==> src/rtl/lane_marker_lock_pkg.sv <==
package lane_marker_lock_pkg;

   localparam int unsigned BLOCK_BITS  = 66;
   localparam int unsigned MARKER_BITS = 24;
   localparam int unsigned HDR_BITS    = 2;
   localparam logic [1:0]  MARKER_HDR  = 2'b01;

   typedef enum logic [1:0] {
      ST_HUNT    = 2'd0,
      ST_CONFIRM = 2'd1,
      ST_LOCKED  = 2'd2
   } lock_state_e;

endpackage

==> src/rtl/lane_marker_offset_scan.sv <==
module lane_marker_offset_scan #(
   parameter int unsigned BLK_W  = 66,
   parameter int unsigned MARK_W = 24,
   parameter int unsigned HDR_W  = 2,
   parameter logic [HDR_W-1:0] HDR_VAL = 2'b01
) (
   input  logic [2*BLK_W-1:0] window,
   input  logic [MARK_W-1:0]  marker,
   output logic [BLK_W-1:0]   hit_vec
);

   localparam int unsigned FIELD_W = HDR_W + MARK_W;

   if (FIELD_W > BLK_W) begin : g_bad_field
      $error("marker field wider than block");
   end

   for (genvar k = 0; k < BLK_W; k++) begin : g_cmp
      logic [FIELD_W-1:0] field;
      assign field      = window[k +: FIELD_W];
      assign hit_vec[k] = (field[HDR_W-1:0] == HDR_VAL) &&
                          (field[FIELD_W-1:HDR_W] == marker);
   end

endmodule

==> src/rtl/lane_marker_low_pick.sv <==
module lane_marker_low_pick #(
   parameter int unsigned N   = 66,
   parameter int unsigned IDX_W = $clog2(N)
) (
   input  logic [N-1:0]     req,
   output logic             any,
   output logic [IDX_W-1:0] idx
);

   if ((1 << IDX_W) < N) begin : g_bad_idx
      $error("index width too small for request vector");
   end

   always_comb begin
      idx = '0;
      for (int i = N - 1; i >= 0; i--) begin
         if (req[i]) idx = IDX_W'(i);
      end
   end

   assign any = |req;

endmodule

==> src/rtl/lane_marker_lock_ctrl.sv <==
module lane_marker_lock_ctrl
   import lane_marker_lock_pkg::*;
#(
   parameter int unsigned BLK_W      = 66,
   parameter int unsigned OFF_W      = 7,
   parameter int unsigned CNT_W      = 8,
   parameter int unsigned MISS_LIMIT = 3
) (
   input  logic             clk,
   input  logic             rst_n,
   input  logic             in_valid,
   input  logic [BLK_W-1:0] hit_vec,
   input  logic             any_hit,
   input  logic [OFF_W-1:0] pick_idx,
   input  logic [CNT_W-1:0] spacing,
   output logic             locked,
   output logic [OFF_W-1:0] offset
);

   localparam int unsigned MISS_W = (MISS_LIMIT < 2) ? 1 : $clog2(MISS_LIMIT);

   if (MISS_LIMIT < 1) begin : g_bad_miss
      $error("MISS_LIMIT must be at least 1");
   end

   lock_state_e      state_q;
   logic [CNT_W-1:0] cnt_q;
   logic [MISS_W-1:0] miss_q;
   logic [OFF_W-1:0] off_q;
   logic             due;
   logic             hit_here;

   assign due      = (cnt_q == spacing);
   assign hit_here = hit_vec[off_q];

   always_ff @(posedge clk or negedge rst_n) begin
      if (!rst_n) begin
         state_q <= ST_HUNT;
         cnt_q   <= '0;
         miss_q  <= '0;
         off_q   <= '0;
      end else if (in_valid) begin
         unique case (state_q)
            ST_HUNT: begin
               if (any_hit) begin
                  off_q   <= pick_idx;
                  cnt_q   <= CNT_W'(1);
                  state_q <= ST_CONFIRM;
               end
            end
            ST_CONFIRM: begin
               if (due) begin
                  cnt_q <= CNT_W'(1);
                  if (hit_here) begin
                     state_q <= ST_LOCKED;
                     miss_q  <= '0;
                  end else begin
                     state_q <= ST_HUNT;
                  end
               end else begin
                  cnt_q <= cnt_q + 1'b1;
               end
            end
            ST_LOCKED: begin
               if (due) begin
                  cnt_q <= CNT_W'(1);
                  if (hit_here) begin
                     miss_q <= '0;
                  end else if (miss_q == MISS_W'(MISS_LIMIT - 1)) begin
                     miss_q  <= '0;
                     state_q <= ST_HUNT;
                  end else begin
                     miss_q <= miss_q + 1'b1;
                  end
               end else begin
                  cnt_q <= cnt_q + 1'b1;
               end
            end
            default: state_q <= ST_HUNT;
         endcase
      end
   end

   assign locked = (state_q == ST_LOCKED);
   assign offset = off_q;

   // lock only rises on a valid word that matched at the kept offset
   p_lock_on_match_r4: assert property (@(posedge clk) disable iff (!rst_n)
      $rose(locked) |-> ($past(in_valid) && $past(hit_here)));

   // miss count never reaches the limit
   p_miss_bound_r6: assert property (@(posedge clk) disable iff (!rst_n)
      miss_q < MISS_W'(MISS_LIMIT));

   // lock never falls on an idle cycle
   p_drop_on_valid_r10: assert property (@(posedge clk) disable iff (!rst_n)
      $fell(locked) |-> $past(in_valid));

   // offset held while locked
   p_offset_held_r9: assert property (@(posedge clk) disable iff (!rst_n)
      (locked && $past(locked)) |-> $stable(offset));

endmodule

==> src/rtl/lane_marker_align_out.sv <==
module lane_marker_align_out #(
   parameter int unsigned BLK_W   = 66,
   parameter int unsigned OFF_W   = 7,
   parameter bit          OUT_REG = 1'b1
) (
   input  logic               clk,
   input  logic               rst_n,
   input  logic [2*BLK_W-1:0] window,
   input  logic [OFF_W-1:0]   offset,
   input  logic               in_valid,
   input  logic               locked,
   output logic               out_valid,
   output logic [BLK_W-1:0]   out_block
);

   logic [2*BLK_W-1:0] shifted;
   logic [BLK_W-1:0]   sel_blk;

   assign shifted = window >> offset;
   assign sel_blk = shifted[BLK_W-1:0];

   if (OUT_REG) begin : g_reg
      always_ff @(posedge clk or negedge rst_n) begin
         if (!rst_n) begin
            out_valid <= 1'b0;
            out_block <= '0;
         end else begin
            out_valid <= in_valid && locked;
            if (in_valid && locked) out_block <= sel_blk;
         end
      end
   end else begin : g_comb
      assign out_valid = in_valid && locked;
      assign out_block = sel_blk;
   end

endmodule

==> src/rtl/lane_marker_lock.sv <==
module lane_marker_lock
   import lane_marker_lock_pkg::*;
#(
   parameter int unsigned BLK_W      = BLOCK_BITS,
   parameter int unsigned MARK_W     = MARKER_BITS,
   parameter int unsigned CNT_W      = 8,
   parameter int unsigned MISS_LIMIT = 3,
   parameter bit          OUT_REG    = 1'b1,
   localparam int unsigned OFF_W     = $clog2(BLK_W)
) (
   input  logic              clk,
   input  logic              rst_n,
   input  logic              in_valid,
   input  logic [BLK_W-1:0]  in_word,
   input  logic [MARK_W-1:0] lane_marker,
   input  logic [CNT_W-1:0]  spacing,
   output logic              block_lock,
   output logic              marker_lock,
   output logic [OFF_W-1:0]  bit_offset,
   output logic              out_valid,
   output logic [BLK_W-1:0]  out_block
);

   if (BLK_W < HDR_BITS + MARKER_BITS) begin : g_bad_blk
      $error("block narrower than header plus marker");
   end
   if (CNT_W < 2) begin : g_bad_cnt
      $error("spacing counter too narrow");
   end

   logic [BLK_W-1:0]   prev_q;
   logic [2*BLK_W-1:0] window;
   logic [BLK_W-1:0]   hit_vec;
   logic               any_hit;
   logic [OFF_W-1:0]   pick_idx;
   logic               locked;

   always_ff @(posedge clk or negedge rst_n) begin
      if (!rst_n)        prev_q <= '0;
      else if (in_valid) prev_q <= in_word;
   end

   assign window = {in_word, prev_q};

   lane_marker_offset_scan #(
      .BLK_W  (BLK_W),
      .MARK_W (MARK_W),
      .HDR_W  (HDR_BITS),
      .HDR_VAL(MARKER_HDR)
   ) u_scan (
      .window (window),
      .marker (lane_marker),
      .hit_vec(hit_vec)
   );

   lane_marker_low_pick #(
      .N    (BLK_W),
      .IDX_W(OFF_W)
   ) u_pick (
      .req(hit_vec),
      .any(any_hit),
      .idx(pick_idx)
   );

   lane_marker_lock_ctrl #(
      .BLK_W     (BLK_W),
      .OFF_W     (OFF_W),
      .CNT_W     (CNT_W),
      .MISS_LIMIT(MISS_LIMIT)
   ) u_ctrl (
      .clk     (clk),
      .rst_n   (rst_n),
      .in_valid(in_valid),
      .hit_vec (hit_vec),
      .any_hit (any_hit),
      .pick_idx(pick_idx),
      .spacing (spacing),
      .locked  (locked),
      .offset  (bit_offset)
   );

   lane_marker_align_out #(
      .BLK_W  (BLK_W),
      .OFF_W  (OFF_W),
      .OUT_REG(OUT_REG)
   ) u_out (
      .clk      (clk),
      .rst_n    (rst_n),
      .window   (window),
      .offset   (bit_offset),
      .in_valid (in_valid),
      .locked   (locked),
      .out_valid(out_valid),
      .out_block(out_block)
   );

   assign block_lock  = locked;
   assign marker_lock = locked;

   // the picked offset is a real hit and no lower offset hit
   p_lowest_hit_r3: assert property (@(posedge clk) disable iff (!rst_n)
      any_hit |-> (hit_vec[pick_idx] &&
                   ((hit_vec & ((BLK_W'(1) << pick_idx) - BLK_W'(1))) == '0)));

   // a candidate taken from the hunt reports the scanned offset
   p_candidate_offset_r2: assert property (@(posedge clk) disable iff (!rst_n)
      ($past(in_valid) && $past(any_hit) && !$past(locked) &&
       $changed(bit_offset)) |-> (bit_offset == $past(pick_idx)));

endmodule

==> config.mk <==
export PLATFORM = sky130hd
export DESIGN_NAME = lane_marker_lock
export DESIGN_NICKNAME = d
export VERILOG_FILES = /design/src/rtl/lane_marker_lock_pkg.sv /design/src/rtl/lane_marker_offset_scan.sv /design/src/rtl/lane_marker_low_pick.sv /design/src/rtl/lane_marker_lock_ctrl.sv /design/src/rtl/lane_marker_align_out.sv /design/src/rtl/lane_marker_lock.sv
export SDC_FILE = /design/constraint.sdc
export NUM_CORES = 2
export LEC_CHECK = 0
export BUFFER_PORTS_ARGS = -buffer_cell sky130_fd_sc_hd__buf_2
export CAP_MARGIN = 20
export CORE_UTILIZATION = 40
export CTS_CLUSTER_SIZE = 8
export DETAILED_ROUTE_END_ITERATION = 16
export PLACE_DENSITY_LB_ADDON = 0.08
export SYNTH_ARGS = -nofsm -noshare
export SYNTH_HDL_FRONTEND = slang
export SYNTH_SLANG_ARGS = --single-unit
==> constraint.sdc <==
create_clock -name clk -period 5.8 [get_ports clk]
set_clock_uncertainty 0.2 [all_clocks]
set_input_delay 0.58 -clock clk [delete_from_list [all_inputs] [get_ports clk]]
set_output_delay 0.58 -clock clk [all_outputs]
set_load 0.01 [all_outputs]
==> flow_summary_export.csv <==
group,metric,value,unit
logic_synthesis,synth-seq-area-share,0.0946,
critical_path,crit_fanout,12,
logic_synthesis,yosysWarnings,0,
placement,hpwl,157000,microns
cells_and_area,finalNonFillerCells,6501,
detailed_routing,drt-pass1-iter-count,6,
cells_and_area,syn_to_final_growth,7.23,%
timing,finalCriticalPeriod,5.28,ns
timing,drv_slew,0,
logic_synthesis,synth_edf_count,0,
worst_hold_path,hold_class,"in2reg",
power,power_density,156,nW/um^2
critical_path,timing.rr.start,"prev_q[16]",
cells_and_area,layout_commonest_cell,"xnor2_1",
floorplan,die_h,319,microns
global_routing,grt_max_degree,111,
logic_synthesis,synth_ff_type,"dfrtp_1",
logic_synthesis,yosysUniqueCellTypes,82,
logic_synthesis,async_flop_share,1.00,
logic_synthesis,syn-cell-area,40200,sq um
floorplan,initial_utilization,0.406,
timing,slew_headroom,0.175,
worst_hold_path,hp-start,"in_word[35]",
run_status,status,"finished, final reports clean",
job,cap_violations,0,
timing,finalSetupTns,0,ns
cells_and_area,final_cell_area,43100,sq um
power,ir_drop,0.000209,V
floorplan,io_pins,177,
detailed_routing,wl,222000,microns
global_routing,track_usage,0.422,
clock_tree,h-tree-depth,4,
floorplan,row_count,115,
timing,final-setup-viol-count,0,
cells_and_area,nets,5302,
floorplan,die_area,102000,sq um
logic_synthesis,syn_nets,5431,
critical_path,r2r_slack,0.52,ns
timing,fmax,0.190,GHz
logic_synthesis,syn_inst,5326,
cells_and_area,drive_gt1_frac,0.152,
clock_tree,clock_sink_count,152,
power,power.leakage,15.0,nW
detailed_routing,drc,0,
critical_path,crit_required,6.01,ns
critical_path,critPathLaunchType,"flop",
detailed_routing,wl_per_cell,34.1,microns
clock_tree,cts-root-buf,"clkbuf_16",
power,fin_total_pwr,6.71,mW
placement,place_area,42500,sq um
floorplan,die_w,319,microns
timing,period_share,0.910,
placement,place_congestion,1.01,
critical_path,path_class,"reg2reg",
global_routing,grt_pass1_vias,42400,
global_routing,antenna_found_initial,8,
clock_tree,cts_buffers,17,
timing,worstMarginPinSlew,1.23,ns
clock_tree,cts_max_path_buffers,2,
global_routing,grt_pass1_wl,314000,microns
placement,io_buffers,176,
placement,post-place-cells,6463,
clock_tree,cts_tree,"yes",
detailed_routing,ant_nets,0,
detailed_routing,viasPerCell,6.80,
critical_path,worstPathArrival,5.48,ns
clock_tree,clock_latency,0.52,ns
timing,rsz0062_at_grt,"no",
logic_synthesis,synth_seq_cells,152,
cells_and_area,layout_common_cells,"xnor2_1 (923), xor2_1 (676), nand2_1 (591)",
critical_path,end_kind,"flop",
detailed_routing,first_iter_violations,6112,
floorplan,core,99000,sq um
critical_path,crit_start,"prev_q[16]",
timing,hold_viol_final,0,
cells_and_area,fillers,10200,
global_routing,grt_overflow,0,
clock_tree,clk_pin_slew,0.08,ns
logic_synthesis,syn_avg_cell_area,7.55,sq um
detailed_routing,vias,44200,
-- report_power, final --
part | leakage, nW | switching (mW) | internal [mW]
sequential | 1.91 | 0.506 | 1.10
combinational | 12.8 | 2.41 | 1.50
clock | 0.279 | 0.626 | 0.566
total | 15.0 | 3.54 | 3.17
-- layout make-up --
cell class / count / area [sq um] / share of cell area
clock buffer: 18 / 429 / 0.00996
sequential: 152 / 3880 / 0.0900
tap: 1287 / 1610 / 0.0374
antenna: 4 / 10.0 / 0.000232
clock inverter: 14 / 135 / 0.00314
inverter: 29 / 114 / 0.00264
timing repair buffer: 449 / 3530 / 0.0820
multi-input combinational: 4548 / 33400 / 0.775
-- per-stage QoR --
step / setup slack (ns) / utilization / hold WS, ns
final: 0.523 / 0.435 / 0.153
after global routing: 0.571 / 0.435 / 0.150
after CTS: 0.624 / 0.435 / 0.131
after detailed placement: 0.336 / 0.429 / 0.267
after global placement: 0.403 / 0.429 / 0.258
after floorplan: 1.84 / - / 0.0844
-- repair_timing --
item / CTS / global route
setup endpoints to repair: 0 / 0
hold buffers: 1 / 0
setup buffers: 0 / 0
hold endpoints to repair: 68 / 0
gates resized for setup: 0 / 0
-- synth_stat cells (all sizes together) (122+ instances only) --
library cell / n / area (sq um)
xnor2: 924 / 8100
xor2: 676 / 5920
nand2: 592 / 2220
buf: 408 / 2190
nand4: 376 / 2350
nor2: 338 / 1270
nor4: 295 / 1850
o21ai: 209 / 1050
clkbuf: 189 / 709
dfrtp: 152 / 3800
mux2i: 131 / 1310
mux4: 122 / 2750
-- cells by family after synthesis --
family | Yosys count | synth area share
muxes | 333 | 0.123
and+or+nand+nor | 2162 | 0.289
AOI/OAI and AO/OA | 449 | 0.0683
buffers and inverters | 626 | 0.0749
adders and majority gates | 4 | 0.00125
xor gates and xnor gates | 1600 | 0.349
DFF | 152 | 0.0946
-- flip-flops by register name, summed over array words and instances, names as in the netlist --
register / flops
u_ctrl.offset: 7
u_out.out_block: 66
u_ctrl.cnt_q: 8
prev_q: 66
u_ctrl.state_q: 2
u_out.out_valid: 1
u_ctrl.miss_q: 2
-- layer usage --
| layer | global-route usage | vias up | share of wire |
|---|---|---|---|
| met5 | 0 | - | 0.00028 |
| met4 | 0.256 | 8 | 0.071 |
| met3 | 0.0934 | 829 | 0.11 |
| met2 | 0.622 | 3315 | 0.42 |
| met1 | 0.560 | 21500 | 0.40 |
| li1 | - | 18600 | - |
-- final timing paths --
kind	to	cells after the start
worst max-delay path	u_ctrl.miss_q[0]	12
worst min-delay path	prev_q[35]	2
worst max register to register	u_ctrl.miss_q[0]	12
worst min register to register	u_out.out_block[63]	2
max in group asynchronous	u_ctrl.offset[6]	3
min in group asynchronous	u_out.out_block[58]	2
-- worst max-delay path: stages, from the launching register on --
cell	delay, ns
dfrtp_1	1.05
xnor2_1	0.23
nand4_1	0.12
or4_1	0.55
nor4_1	0.83
mux4_2	0.41
o2bb2ai_1	0.14
nor2_1	0.12
a221oi_2	0.66
buf_4	0.24
nor2_1	0.05
a211o_1	0.30
mux2_4	0.26
Power figures use the tool's default switching activity.
